`src/rtl/pcmw_pkg.sv`:
```
package pcmw_pkg;

    typedef enum logic [1:0] {
        ST_OK      = 2'd0,
        ST_RETRIED = 2'd1,
        ST_FAILED  = 2'd2
    } wr_status_e;

    typedef enum logic [2:0] {
        F_IDLE,
        F_READ,
        F_CMP,
        F_CLR,
        F_SET,
        F_VREAD,
        F_VCHK,
        F_DONE
    } fsm_e;

    localparam logic OP_WB     = 1'b0;
    localparam logic OP_PRESET = 1'b1;

    function automatic int imax(input int a, input int b);
        return (a > b) ? a : b;
    endfunction

endpackage

```
`src/rtl/pcmw_diff.sv`:
```
// Splits the difference between the current and target words into
// bits that must be cleared and bits that must be set.
module pcmw_diff #(
    parameter int DATA_W = 32
) (
    input  logic [DATA_W-1:0] cur,
    input  logic [DATA_W-1:0] tgt,
    output logic [DATA_W-1:0] clr,
    output logic [DATA_W-1:0] set,
    output logic              any
);
    assign clr = cur & ~tgt;
    assign set = ~cur & tgt;
    assign any = |(cur ^ tgt);
endmodule

```
`src/rtl/pcmw_preset_map.sv`:
```
// One flag per block: set while the block is known to hold all ones.
module pcmw_preset_map #(
    parameter int ADDR_W = 4
) (
    input  logic              clk,
    input  logic              rst,
    input  logic              set_en,
    input  logic              clr_en,
    input  logic [ADDR_W-1:0] wr_addr,
    input  logic [ADDR_W-1:0] rd_addr,
    output logic              hit
);
    localparam int NBLK = 1 << ADDR_W;

    logic [NBLK-1:0] flag_q;

    for (genvar b = 0; b < NBLK; b++) begin : g_blk
        always_ff @(posedge clk) begin
            if (rst) begin
                flag_q[b] <= 1'b0;
            end else if (wr_addr == ADDR_W'(b)) begin
                if (set_en) begin
                    flag_q[b] <= 1'b1;
                end else if (clr_en) begin
                    flag_q[b] <= 1'b0;
                end
            end
        end
    end

    assign hit = flag_q[rd_addr];
endmodule

```
`src/rtl/pcmw_phase_timer.sv`:
```
// Counts cycles spent in a write phase; restarted on each state change.
module pcmw_phase_timer #(
    parameter int CNT_W = 4
) (
    input  logic             clk,
    input  logic             rst,
    input  logic             clear,
    input  logic [CNT_W-1:0] limit,
    output logic             first,
    output logic             expired
);
    logic [CNT_W-1:0] cnt_q;

    always_ff @(posedge clk) begin
        if (rst || clear) begin
            cnt_q <= '0;
        end else begin
            cnt_q <= cnt_q + 1'b1;
        end
    end

    assign first   = (cnt_q == '0);
    assign expired = (cnt_q == limit);
endmodule

```
`src/rtl/pcmw_ctrl.sv`:
```
module pcmw_ctrl
    import pcmw_pkg::*;
#(
    parameter int DATA_W    = 32,
    parameter int ADDR_W    = 4,
    parameter int T_CLR     = 3,
    parameter int T_SET     = 8,
    parameter int MAX_RETRY = 3
) (
    input  logic              clk,
    input  logic              rst,
    input  logic              req_valid,
    output logic              req_ready,
    input  logic              req_op,
    input  logic [ADDR_W-1:0] req_addr,
    input  logic [DATA_W-1:0] req_data,
    output logic              done_valid,
    output logic [1:0]        done_status,
    output logic [ADDR_W-1:0] done_addr,
    output logic [ADDR_W-1:0] mem_addr,
    output logic              mem_rd_en,
    input  logic [DATA_W-1:0] mem_rdata,
    output logic              mem_wr_en,
    output logic              mem_wr_one,
    output logic [DATA_W-1:0] mem_wmask
);
    localparam int CNT_W   = $clog2(imax(T_CLR, T_SET) + 1);
    localparam int RETRY_W = $clog2(MAX_RETRY + 1);

    typedef struct packed {
        logic [DATA_W-1:0] clr;
        logic [DATA_W-1:0] set;
    } mask_pair_t;

    fsm_e              state_q, state_d;
    logic [ADDR_W-1:0] addr_q;
    logic [DATA_W-1:0] tgt_q;
    mask_pair_t        mask_q;
    mask_pair_t        diff;
    logic              diff_any;
    logic              op_q;
    logic [RETRY_W-1:0] retry_q;
    wr_status_e        status_q;

    logic              pre_hit_req;
    logic              map_set, map_clr;
    logic              tmr_clear, tmr_first, tmr_exp;
    logic [CNT_W-1:0]  tmr_limit;
    logic              retry_spent;

    pcmw_diff #(.DATA_W(DATA_W)) u_diff (
        .cur (mem_rdata),
        .tgt (tgt_q),
        .clr (diff.clr),
        .set (diff.set),
        .any (diff_any)
    );

    pcmw_preset_map #(.ADDR_W(ADDR_W)) u_map (
        .clk     (clk),
        .rst     (rst),
        .set_en  (map_set),
        .clr_en  (map_clr),
        .wr_addr (addr_q),
        .rd_addr (req_addr),
        .hit     (pre_hit_req)
    );

    pcmw_phase_timer #(.CNT_W(CNT_W)) u_tmr (
        .clk     (clk),
        .rst     (rst),
        .clear   (tmr_clear),
        .limit   (tmr_limit),
        .first   (tmr_first),
        .expired (tmr_exp)
    );

    assign retry_spent = (retry_q == RETRY_W'(MAX_RETRY));
    assign tmr_clear   = (state_d != state_q);

    always_comb begin
        state_d    = state_q;
        mem_rd_en  = 1'b0;
        mem_wr_en  = 1'b0;
        mem_wr_one = 1'b0;
        mem_wmask  = '0;
        tmr_limit  = '0;
        map_set    = 1'b0;
        map_clr    = 1'b0;
        unique case (state_q)
            F_IDLE: begin
                if (req_valid) begin
                    state_d = (req_op == OP_WB && pre_hit_req) ? F_CLR : F_READ;
                end
            end
            F_READ: begin
                mem_rd_en = 1'b1;
                state_d   = F_CMP;
            end
            F_CMP: state_d = F_CLR;
            F_CLR: begin
                // short clear phase first
                tmr_limit = CNT_W'(T_CLR - 1);
                mem_wr_en = (mask_q.clr != '0) && tmr_first;
                if (mem_wr_en) mem_wmask = mask_q.clr;
                if (mask_q.clr == '0 || tmr_exp) state_d = F_SET;
            end
            F_SET: begin
                tmr_limit  = CNT_W'(T_SET - 1);
                mem_wr_en  = (mask_q.set != '0) && tmr_first;
                mem_wr_one = 1'b1;
                if (mem_wr_en) mem_wmask = mask_q.set;
                if (mask_q.set == '0 || tmr_exp) state_d = F_VREAD;
            end
            F_VREAD: begin
                mem_rd_en = 1'b1;
                state_d   = F_VCHK;
            end
            F_VCHK: begin
                if (!diff_any) begin
                    state_d = F_DONE;
                    if (op_q == OP_PRESET) map_set = 1'b1;
                    else                   map_clr = 1'b1;
                end else if (retry_spent) begin
                    state_d = F_DONE;
                    map_clr = 1'b1;
                end else begin
                    state_d = F_CLR;
                end
            end
            F_DONE:  state_d = F_IDLE;
            default: state_d = F_IDLE;
        endcase
    end

    always_ff @(posedge clk) begin
        if (rst) begin
            state_q  <= F_IDLE;
            addr_q   <= '0;
            tgt_q    <= '0;
            mask_q   <= '0;
            op_q     <= OP_WB;
            retry_q  <= '0;
            status_q <= ST_OK;
        end else begin
            state_q <= state_d;
            unique case (state_q)
                F_IDLE: begin
                    if (req_valid) begin
                        addr_q     <= req_addr;
                        op_q       <= req_op;
                        tgt_q      <= (req_op == OP_PRESET) ? '1 : req_data;
                        retry_q    <= '0;
                        // used only on the pre-set fast path; a read overwrites it
                        mask_q.clr <= ~req_data;
                        mask_q.set <= '0;
                    end
                end
                F_CMP: mask_q <= diff;
                F_VCHK: begin
                    if (!diff_any) begin
                        status_q <= (retry_q == '0) ? ST_OK : ST_RETRIED;
                    end else if (retry_spent) begin
                        status_q <= ST_FAILED;
                    end else begin
                        retry_q <= retry_q + 1'b1;
                        mask_q  <= diff;
                    end
                end
                default: ;
            endcase
        end
    end

    assign req_ready   = (state_q == F_IDLE);
    assign done_valid  = (state_q == F_DONE);
    assign done_status = status_q;
    assign done_addr   = addr_q;
    assign mem_addr    = addr_q;

endmodule

```
`config.mk`:
```
export PLATFORM = sky130hd
export DESIGN_NAME = pcmw_ctrl
export DESIGN_NICKNAME = d
export VERILOG_FILES = /design/src/rtl/pcmw_pkg.sv /design/src/rtl/pcmw_diff.sv /design/src/rtl/pcmw_preset_map.sv /design/src/rtl/pcmw_phase_timer.sv /design/src/rtl/pcmw_ctrl.sv
export SDC_FILE = /design/constraint.sdc
export NUM_CORES = 1
export LEC_CHECK = 0
export CORE_MARGIN = 3
export CORE_UTILIZATION = 45
export DETAILED_ROUTE_END_ITERATION = 6
export GPL_TIMING_DRIVEN = 0
export PLACE_DENSITY = 0.72
export REMOVE_ABC_BUFFERS = 1
export SKIP_LAST_GASP = 1
export SLEW_MARGIN = 5
export SYNTH_ARGS = -nofsm -noshare
export SYNTH_HDL_FRONTEND = slang
export SYNTH_SLANG_ARGS = --single-unit
```
`constraint.sdc`:
```
create_clock -name clk -period 4.35 [get_ports clk]
set_input_delay 0.87 -clock clk [delete_from_list [all_inputs] [get_ports clk]]
set_output_delay 0.87 -clock clk [all_outputs]
set_load 0.1 [all_outputs]
```
==> results_dict.tcl <==
set metrics [dict create \
    synthMuxAreaShare 0.121 \
    final_cell_mix "dfxtp_1, nand2b_1, mux2i_1, clkdlybuf4s50_1" \
    critical-path-max-stage-delay_ns 0.86 \
    drc 0 \
    synth_top_area_cell "dfxtp_1" \
    drt-total-wl_um 19900 \
    num_rows 46 \
    reg2regPathDepth 7 \
    grt_pass1_vias 6148 \
    gp_congestion 0.808 \
    synth_area_per_cell_um2 9.07 \
    grt_pass1_wl_um 31900 \
    cp.required_ns 3.48 \
    yosysUniqueCellTypes 51 \
    reg2reg_to "mask_q[38]$_SDFFE_PP0P_" \
    max_freq_mhz 238 \
    layout-drive-gt1-share 0.0614 \
    drt_iter0_markers 328 \
    ctsHtreeMaxLevel 4 \
    antenna_found_initial 0 \
    io_buffers 118 \
    cts_setup_buffers 0 \
    powerDensity_nw_per_um2 507 \
    min-delay-path-class "flip-flop to flip-flop" \
    io_pins 119 \
    n_fill_cell 1417 \
    firstDrtPassIters 5 \
    synth_warnings 0 \
    vdd_drop_max_uv 311 \
    reg2reg_slack_ns 1.19 \
    clock_latency_ns 0.42 \
    synth_top_area_frac 0.337 \
    core_um2 16200 \
    root_buffer "clkbuf_16" \
    ys_ff_latch 128 \
    hold_depth 2 \
    dp_hpwl_um 13300 \
    slew_viol_final 0 \
    die_width_um 136 \
    crit_family "buffers and inverters" \
    fin_skew_ns 0.00975 \
    worstMarginPinSlew_ns 0.990 \
    outcome "complete, no violations" \
    cp_slowest_cell "dlygate4sd2_1" \
    crit_fanout 10 \
    die_area_um2 18500 \
    fin_setup_tns_ns 0 \
    synth_ff_type "dfxtp_1" \
    crit_buf_inv 3 \
    synthXorXnorAreaFrac 0.00346 \
    routed-via-count 6326 \
    rr_startpoint "tgt_q[27]$_SDFFE_PP0P_" \
    final-hold-violation-count 0 \
    synthTopCellsByArea "dfxtp_1, ha_1, mux2i_1" \
    synth_area_um2 7600 \
    grt_util_all_layers 0.218 \
    wl_per_cell_um 17.4 \
    synth_simple_gate_area_frac 0.218 \
    synth_fa_ha_area_frac 0.112 \
    cp.depth 6 \
    final_common_cell "dfxtp_1" \
    crit_top_cell "buf_6" \
    initial_core_util 0.468 \
    worstSetupStartpointType "flip-flop" \
    synth_top_family_by_area "simple AND/OR/NAND/NOR gates" \
    clock_path_buffers 2 \
    setup_violations 0 \
    crit_arrival_ns 3.33 \
    cts_tree "done" \
    dieHeight_um 136 \
    drtAntennaViolNets 0 \
    fin_crit_sh 0.965 \
    insertedDiodeCount 0 \
    grt_max_degree 111 \
    nets 1056 \
    worstHoldStart "op_q$_SDFFE_PP0P_" \
    min_to "op_q$_SDFFE_PP0P_" \
    finalPower_uw 4870 \
    synth-compound-area-share 0.131 \
    maxCapViolCount 0 \
    period_minus_slack_ns 4.20 \
    vias_per_cell 5.53 \
    power_leakage_uw 0.00433 \
    end_kind "primary output" \
    ys_seq_area_frac 0.337 \
    rsz0062_at_grt "false" \
    worstPathCellList "or3b_1 > nor3_2 > buf_6 > buf_6 > a22o_1 > dlygate4sd2_1" \
    cts_inserted_buffers 17 \
    synth-async-reset-ratio 0 \
    grt.overflow.total 0 \
    maxSlewHeadroom 0.339 \
    syn_to_final_growth_pct 26.3 \
    path_class "flip-flop to primary output" \
    cts.clk_slew.worst_paths_ns 0.05 \
    synth-edff-count 0 \
    fin_hold_ws_ns 0.455 \
    clock_sinks 128 \
    synthCells 838 \
]
==> layer usage <==
metal | wire length (um) | vias to the layer above | GRT usage
met5 | 0 | - | 0
met4 | 318 | 0 | 0.0722
met3 | 977 | 23 | 0.0407
met2 | 8940 | 170 | 0.341
met1 | 9610 | 3000 | 0.304
li1 | - | 3133 | -
==> stage by stage <==
step	std cells	area, um^2	util	setup WS (ns)
after global placement	1103	8730	0.538	-3.32
after detailed placement	1113	8960	0.552	0.122
after CTS	1144	9540	0.588	-0.0192
final	1144	9600	0.592	0.154
after global routing	1144	9600	0.592	0.00134
after floorplan	769	7280	-	-0.861
==> timing repair <==
item / in CTS / in global routing
resized for setup: 11 / 25
setup endpoints to repair: 33 / 25
hold endpoints to repair: 0 / 0
hold buffers: 0 / 0
==> synth_stat cells (2+ instances only) <==
master      n
nor4_1     34
buf_6       2
inv_1      68
dfxtp_1   128
or4_1       2
nand3_1     3
xnor2_1     2
or2_1       4
buf_4       5
a21oi_1    12
a22o_1     32
clkbuf_1   45
nand4_1    12
a211oi_1   32
nand3b_1   33
o21ba_1     2
nor4b_1     5
mux2i_1    83
nor3_1     37
buf_1       2
nand2_1    18
nor2_1     41
inv_2       3
nand2b_1   86
a31oi_1     3
ha_1       68
o21ai_1     2
a211o_1    33
buf_2      14
mux4_2      4
or3b_1      2
o21ai_0     2
==> layout make-up <==
class	count	area [um^2]	share of cell area
clock buffer	25	485	0.0506
clock inverter	6	105	0.0109
inverter	71	267	0.0278
multi-input combinational	570	4500	0.469
sequential	128	2560	0.267
tap	216	270	0.0282
timing repair buffer	128	1410	0.147
==> report_power, final <==
group / total (uW) / internal, uW / switching (uW)
registers: 1570 / 1390 / 179
clock network: 1440 / 941 / 498
logic: 1860 / 693 / 1170
==> registers in the layout (all words and copies together) (netlist names) <==
name and flops:
mask_q 64, tgt_q 32, u_map.flag_q 16, done_addr 4
u_tmr.cnt_q 4, state_q 3, done_status 2, retry_q 2
op_q 1
==> kinds of logic after synthesis <==
kind of cell / count (synthesis)
adder cells (fa/ha/maj): 68
AO/OA/AOI/OAI: 126
multiplexers: 87
flip-flops: 128
XOR/XNOR: 3
buffers and inverters: 140
AND/OR/NAND/NOR: 286
==> how the worst max path moves through the flow <==
stage | end | from
after floorplan | retry_q[0]$_SDFFE_PP0P_ | state_q[1]$_SDFF_PP0_
after global placement | mask_q[45]$_SDFFE_PP0P_ | state_q[1]$_SDFF_PP0_
after detailed placement | mask_q[55]$_SDFFE_PP0P_ | mem_rdata[19]
after CTS | mem_wmask[13] | state_q[1]$_SDFF_PP0_
after global routing | mem_wmask[12] | state_q[2]$_SDFF_PP0_
final | mem_wmask[12] | state_q[2]$_SDFF_PP0_
==> worst reg2reg max path, stage by stage (launching register included) <==
cell     delay [ns]
dfxtp_1        0.32
ha_1           0.29
nand4_1        0.15
nor4_1         0.64
a21oi_2        0.40
o21ai_4        0.76
buf_12         0.28
mux2i_1        0.24
No activity file was read; power rests on OpenSTA's default activity.
